<file path="config.mk">
export PLATFORM = sky130hd
export DESIGN_NAME = reset_phase_seq
export DESIGN_NICKNAME = d
export VERILOG_FILES = /design/src/rtl/rps_pkg.sv /design/src/rtl/rps_sync.sv /design/src/rtl/rps_len_qual.sv /design/src/rtl/rps_phase.sv /design/src/rtl/rps_init_seq.sv /design/src/rtl/reset_phase_seq.sv
export SDC_FILE = /design/constraint.sdc
export NUM_CORES = 1
export LEC_CHECK = 0
export BUFFER_PORTS_ARGS = -buffer_cell sky130_fd_sc_hd__buf_4
export CORE_AREA = 4 4 50 52
export DETAILED_ROUTE_END_ITERATION = 10
export DIE_AREA = 0 0 54 56
export PLACE_DENSITY = 0.7
export SLEW_MARGIN = 5
export SYNTH_ARGS = -nofsm -noshare
export SYNTH_HDL_FRONTEND = slang
export SYNTH_HIERARCHICAL = 1
export SYNTH_SLANG_ARGS = --single-unit
</file>
<file path="constraint.sdc">
create_clock -name clk -period 2.4 [get_ports clk]
set_clock_uncertainty 0.2 [all_clocks]
set_input_delay 0.12 -clock clk [delete_from_list [all_inputs] [get_ports clk]]
set_output_delay 0.12 -clock clk [all_outputs]
set_load 0.01 [all_outputs]
</file>
<file path="src/rtl/rps_pkg.sv">
package rps_pkg;

  typedef enum logic [1:0] {
    SEQ_HOLD = 2'd0,
    SEQ_INIT = 2'd1,
    SEQ_RUN  = 2'd2
  } seq_state_e;

  typedef enum logic {
    PH_ONE = 1'b0,
    PH_TWO = 1'b1
  } proc_phase_e;

endpackage

</file>
<file path="src/rtl/rps_sync.sv">
// Multi-stage synchronizer for the raw reset input.
module rps_sync #(
  parameter int STAGES = 2
) (
  input  logic clk,
  input  logic d,
  output logic q
);

  logic [STAGES-1:0] chain;

  generate
    for (genvar i = 0; i < STAGES; i++) begin : g_stage
      if (i == 0) begin : g_first
        always_ff @(posedge clk) chain[0] <= d;
      end else begin : g_next
        always_ff @(posedge clk) chain[i] <= chain[i-1];
      end
    end
  endgenerate

  assign q = chain[STAGES-1];

endmodule

</file>
<file path="src/rtl/rps_len_qual.sv">
// Counts consecutive synchronized reset samples, saturating at the limit,
// and flags the qualifying edge plus each synchronized rising edge.
module rps_len_qual #(
  parameter int HOLD_MIN = 16
) (
  input  logic clk,
  input  logic rst_sync,
  output logic qual_fire,
  output logic rst_rise
);

  localparam int CNT_W = $clog2(HOLD_MIN + 1);
  localparam logic [CNT_W-1:0] CNT_TOP = CNT_W'(HOLD_MIN);

  logic [CNT_W-1:0] run_len;
  logic             rst_prev;

  always_ff @(posedge clk) begin
    rst_prev <= rst_sync;
    if (!rst_sync) begin
      run_len <= '0;
    end else if (run_len != CNT_TOP) begin
      run_len <= run_len + 1'b1;
    end
  end

  // A further high sample once the count has topped out is the qualifying one.
  assign qual_fire = rst_sync && (run_len == CNT_TOP);
  assign rst_rise  = rst_sync && !rst_prev;

endmodule

</file>
<file path="src/rtl/rps_phase.sv">
// Two-phase processor clock indicator with realignment after a reset edge.
module rps_phase
  import rps_pkg::*;
#(
  parameter int ALIGN_EDGES = 2
) (
  input  logic clk,
  input  logic rst_rise,
  output logic phase_two
);

  localparam int AW = $clog2(ALIGN_EDGES + 1);
  localparam logic [AW-1:0] A_LOAD = AW'(ALIGN_EDGES - 1);

  proc_phase_e      phase_q;
  logic [AW-1:0]    align_cnt;

  always_ff @(posedge clk) begin
    if (rst_rise) begin
      align_cnt <= A_LOAD;
    end else if (align_cnt != '0) begin
      align_cnt <= align_cnt - 1'b1;
    end

    if (!rst_rise && align_cnt == AW'(1)) begin
      phase_q <= PH_ONE;
    end else begin
      phase_q <= (phase_q == PH_ONE) ? PH_TWO : PH_ONE;
    end
  end

  assign phase_two = (phase_q == PH_TWO);

endmodule

</file>
<file path="src/rtl/rps_init_seq.sv">
// Hold / initialization / run sequencing with registered outputs.
module rps_init_seq
  import rps_pkg::*;
#(
  parameter int INIT_CYC = 50
) (
  input  logic clk,
  input  logic rst_sync,
  input  logic qual_fire,
  output logic core_rst,
  output logic bus_oe,
  output logic fetch_start
);

  localparam int IW = $clog2(INIT_CYC + 1);
  localparam logic [IW-1:0] I_LAST = IW'(INIT_CYC - 1);

  seq_state_e    state_q, state_d;
  logic [IW-1:0] icnt_q, icnt_d;
  logic          fire_d;

  always_comb begin
    state_d = state_q;
    icnt_d  = icnt_q;
    fire_d  = 1'b0;
    if (qual_fire) begin
      // A qualified reset outranks everything, including a count expiring now.
      state_d = SEQ_HOLD;
      icnt_d  = '0;
    end else begin
      case (state_q)
        SEQ_HOLD: begin
          if (!rst_sync) begin
            state_d = SEQ_INIT;
            icnt_d  = '0;
          end
        end
        SEQ_INIT: begin
          if (icnt_q == I_LAST) begin
            state_d = SEQ_RUN;
            fire_d  = 1'b1;
          end else begin
            icnt_d = icnt_q + 1'b1;
          end
        end
        SEQ_RUN: state_d = SEQ_RUN;
        default: state_d = SEQ_HOLD;
      endcase
    end
  end

  always_ff @(posedge clk) begin
    state_q     <= state_d;
    icnt_q      <= icnt_d;
    core_rst    <= (state_d == SEQ_HOLD);
    bus_oe      <= (state_d == SEQ_RUN);
    fetch_start <= fire_d;
  end

endmodule

</file>
<file path="src/rtl/reset_phase_seq.sv">
module reset_phase_seq #(
  parameter int SYNC_STAGES = 2,
  parameter int HOLD_MIN    = 16,
  parameter int INIT_CYC    = 50,
  parameter int ALIGN_EDGES = 2
) (
  input  logic clk,
  input  logic rst_in,
  output logic phase_two,
  output logic core_rst,
  output logic bus_oe,
  output logic fetch_start
);

  logic rst_sync;
  logic qual_fire;
  logic rst_rise;

  rps_sync #(.STAGES(SYNC_STAGES)) u_sync (
    .clk (clk),
    .d   (rst_in),
    .q   (rst_sync)
  );

  rps_len_qual #(.HOLD_MIN(HOLD_MIN)) u_qual (
    .clk       (clk),
    .rst_sync  (rst_sync),
    .qual_fire (qual_fire),
    .rst_rise  (rst_rise)
  );

  rps_phase #(.ALIGN_EDGES(ALIGN_EDGES)) u_phase (
    .clk       (clk),
    .rst_rise  (rst_rise),
    .phase_two (phase_two)
  );

  rps_init_seq #(.INIT_CYC(INIT_CYC)) u_seq (
    .clk         (clk),
    .rst_sync    (rst_sync),
    .qual_fire   (qual_fire),
    .core_rst    (core_rst),
    .bus_oe      (bus_oe),
    .fetch_start (fetch_start)
  );

endmodule

</file>
# --- After elaboration in Yosys (flattened, before gate mapping) ---
# Index checks and enable logic that the tools add are counted.
totals:
  ff_bits: 22
  input_bits: 2
  out_inout_bits: 4
  elab_cells: 44
classes:
  add_sub_neg: 3
  n_eq_ne: 9
  n_mux: 9
  bitwise_logic: 1
  n_reduce_logical: 11
op_table:
  columns: ["op", "n"]
  rows:
  - ["two-way mux 6 bit", 2]
  - ["one-hot mux 6 bit (2 select lines)", 1]
  - ["adder 6 x 1 -> 6 bit, second input constant", 1]
  - ["== test 6 bit, second input constant", 1]
  - ["two-way mux 2 bit", 3]
  - ["one-hot mux 2 bit (3 select lines)", 1]
  - ["adder 5 x 1 -> 5 bit, second input constant", 1]
  - ["== test 5 bit, second input constant", 1]
  - ["!= test 5 bit, second input constant", 1]
  - ["== test 2 x 1 -> 1 bit, second input constant", 2]
  - ["== test 2 bit, second input constant", 2]
  - ["zero test 2 bit", 2]
  - ["!= test 2 bit, second input constant", 2]
  - ["nonzero test 2 bit", 2]
  - ["logical AND 1 bit", 3]
  - ["AND reduction 3 bit", 1]
  - ["zero test 1 bit", 2]
  - ["two-way mux 1 bit", 2]
  - ["OR reduction 2 bit", 1]
  - ["subtractor 2 x 1 -> 2 bit, second input constant", 1]
  - ["NOT 1 bit", 1]

# --- Depth between registers and ports, before layout ---
logic_depth:
  ltp_word: 5
  depth_mapped: 8
  mapped_depth_nobuf: 7

# --- By module ---
# Netlist, hierarchy kept.
modules_own_cells:
  columns: ["module", "instances", "cells_per_inst", "area_each_um2", "seq_area_each_um2"]
  rows:
  - ["rps_init_seq", 1, 57, 504.2, 220.2]
  - ["rps_len_qual", 1, 30, 306.5, 120.1]
  - ["rps_phase", 1, 13, 127.6, 60.1]
  - ["rps_sync", 1, 2, 40.0, 40.0]

# --- Worst setup path after synthesis ---
# Ideal clock, no wire load.
synth_path:
  path_kind: "flip-flop to flip-flop"
  from: "register u_qual.run_len[0]"
  to: "register u_seq.icnt_q[2]"
  setup_ps: 101
  t_arrival_ps: 1688
  required_time_ps: 2099
  setup_slack_ps: 411
  path_stages_with_launch: 8
  path_buffers: 1
  synth_period_minus_slack_ps: 1989
  cell_sequence: "dfxtp_1 -> inv_1 -> ha_1 -> and4bb_4 -> and2_2 -> clkbuf_1 -> or2_2 -> o41ai_1"
synth_via:
  elab_chain_len: 2
synth_rtl:
  columns: ["element", "line_no", "text"]
  rows:
  - ["start: declaration", "rps_len_qual.sv:15", "logic [CNT_W-1:0] run_len;"]
  - ["start signal: assignment", "rps_len_qual.sv:23", "run_len <= run_len + 1'b1;"]
  - ["== test 5 bit", "rps_len_qual.sv:28", "assign qual_fire = rst_sync && (run_len == CNT_TOP);"]
  - ["logical AND 1 bit", "rps_len_qual.sv:28", null]
  - ["via qual_fire", "reset_phase_seq.sv:16", "logic qual_fire;"]
  - ["end signal: assignment", "rps_init_seq.sv:54", "icnt_q <= icnt_d;"]
  - ["end: declaration", "rps_init_seq.sv:19", "logic [IW-1:0] icnt_q, icnt_d;"]
# The timed path passes the listed nets, and every way through them passes these cells.
# A chain may end at the register's enable or synchronous reset.

# --- Final worst setup path ---
# Ends and elaborated chain as after synthesis.

==> impl_metrics.ini <==
[placement]
dp_hpwl_mm = 1.206
io_buffers = 5
routabilityCongestion = 0.7468

[logic_synthesis]
synthTopCellsByArea = dfxtp_1 (45%), ha_1 (7.7%), nand2_1 (3.8%)
syn_area_per_cell_um2 = 9.593
synth_edf_count = 0
yosysWarnings = 6
syn_nets = 110
synth_commonest_cells = dfxtp_1 (22), nand2_1 (10), inv_1 (7)
synth.largest_area_cell = dfxtp_1
synthFlopType = dfxtp_1
synth.distinct_cells = 33
async_flop_share = 0
ys_ff_latch = 22
yosys.cell_count.top_type = dfxtp_1
netlist_instances = 102
synth_area_um2 = 978.4
yosys.area.top_type_share = 0.4501
ys_seq_area_frac = 0.4501

[timing]
final-setup-viol-count = 0
clock.fmax_mhz = 488.2
hold_slack_ps = 140.0
period_share = 0.8534
rsz0062_at_grt = false
hold_viol_final = 0
maxSlewViolCount = 0
maxSlewHeadroom = 0.5224
max_slew.worst_pin.slew_ps = 706.4
fin_setup_tns_ps = 0
finalCriticalPeriod_ps = 2048

[clock_network]
post-cts-setup-buffers = 0
cts_tree = done
cts_buffer_depth = 2
insertion_delay_ps = 300
cts_sinks = 22
cts-root-buf = clkbuf_4
cts_buffers = 3
h-tree-depth = 1
cts.clk_slew.worst_paths_ps = 110

[worst_setup_path]
worstPathRequired_ps = 2400
endpoint_kind = flop
startpoint_type = flop
critPathMaxFanout = 9
crit_arrival_ps = 2050
path_class = flop to flop

[power]
p_clk_frac = 0.181
p_int_uw = 730.7
leakagePower_nw = 0.4532
swShare = 0.3268
power.net_switching_uw = 354.7
power_density_mw_per_mm2 = 992.6
peakVddDrop_mv = 0.4659
p_comb_frac = 0.303
finalPower_mw = 1.085
power_frac_seq = 0.516

[min_path]
hold_path_class = flop to flop

[floorplan]
ioPinCount = 6
dieHeight_um = 56
initial_core_util = 0.4646
rows = 17
coreArea_mm2 = 0.002106
die_x_um = 54
die_area_mm2 = 0.003024

[cells_and_area]
finalNetCount = 119
fin_util = 0.5193
multi_input_area_um2 = 500.5
fillers = 193
num_antenna_cells = 0
area_delta_synth_final_pct = 11.76
seq_area_um2 = 440.4
drive_gt1_frac = 0.1545

[drt]
vias = 712
drt_wl_total_mm = 1.625
firstDrtPassIters = 4
first_iter_violations = 10
drc = 0
routedWlPerCell_um = 11.78
ant_nets = 0
vias_per_cell = 5.159

[status]
status = finished clean

[global_routing]
grt_usage = 0.1276
grt_pass1_vias = 692
grt_pass1_wl_mm = 2.911
grt_max_degree = 14
grt_overflow = 0
grt_antenna_before_repair = 0

[run]
cap_violations = 0
-- power groups by stage --
| stage | logic (mW) | registers, mW | clock network, mW |
|---|---|---|---|
| final | 0.329 | 0.560 | 0.196 |
| after global routing | 0.377 | 0.579 | 0.219 |
| after CTS | 0.333 | 0.560 | 0.210 |
| after detailed placement | 0.328 | 0.568 | 0 |
| after global placement | 0.313 | 0.566 | 0 |
| after floorplan | 0.250 | 0.553 | 0 |
-- critical path, cell delays in order (launching register included) --
cell      delay, ps
dfxtp_1         420
inv_1            70
ha_1            190
and4bb_4        220
and2_2          250
or2_2           350
o41ai_1         240
-- cells in the final DEF, fill, tap and decap left out, types with 3 or more instances in the layout --
cell type / count
a21oi_1: 6
buf_4: 6
clkbuf_4: 3
dfxtp_1: 22
ha_1: 6
inv_1: 7
mux2i_1: 3
nand2_1: 10
nand2b_1: 3
nor2_1: 6
nor4b_1: 3
xnor2_1: 4
-- metrics by stage --
stage / area [µm²] / worst slack (ps) / std cells
2_1_floorplan: 978.4 / 411.0 / 102
3_3_place_gp: 1047 / 473.9 / 133
5_1_grt: 1094 / 262.7 / 138
4_1_cts: 1094 / 350.8 / 138
6_report: 1094 / 351.8 / 138
3_5_place_dp: 1047 / 383.7 / 133
-- state kept, by name (all words and copies together), names as in the netlist --
signal,cells
u_qual/run_len,5
u_seq/fetch_start,1
u_phase/phase_two,1
u_seq/core_rst,1
u_seq/icnt_q,6
u_sync/q,1
u_phase/align_cnt,2
u_seq/state_q,2
u_qual/rst_prev,1
u_seq/bus_oe,1
u_sync/chain,1
-- kinds of logic after synthesis --
| group | synth area share |
|---|---|
| buffers and inverters | 0.03837 |
| and+or+nand+nor | 0.2775 |
| AOI/OAI and AO/OA | 0.08184 |
| adders and majority gates | 0.07672 |
| xor gates and xnor gates | 0.04475 |
| DFF | 0.4501 |
| muxes | 0.03069 |
-- final cells by class --
type,instances,share of cell area
repair buffers,7,0.05034
inverters,7,0.02403
well taps,28,0.03204
flip-flops and latches,22,0.4027
multi-input cells,70,0.4577
clock buffers,4,0.03318
-- routing by layer --
| layer | wire (µm) | up-vias | global-route usage |
|---|---|---|---|
| li1 | - | 366 | - |
| met1 | 762 | 331 | 0.1727 |
| met2 | 775 | 11 | 0.1886 |
| met3 | 48 | 4 | 0.02413 |
| met4 | 38 | 0 | 0.06406 |
| met5 | 0 | - | 0 |
-- path summary, 6_finish.rpt --
check                     from         endpoint  slack [ps]  cells past startpoint
max          u_qual/run_len[0]  u_seq/icnt_q[2]         350                      6
min            u_sync/chain[0]         u_sync/q         140                      0
max reg2reg  u_qual/run_len[0]  u_seq/icnt_q[2]         350                      6
min reg2reg    u_sync/chain[0]         u_sync/q         140                      0
-- timing repair --
action / 4_1_cts / 5_1_grt
resized for setup: 0 / 0
endpoints found under the setup margin: 0 / 0
hold buffers: 1 / 0
hold endpoints to repair: 1 / 0
(Power assumes the default switching activity.)
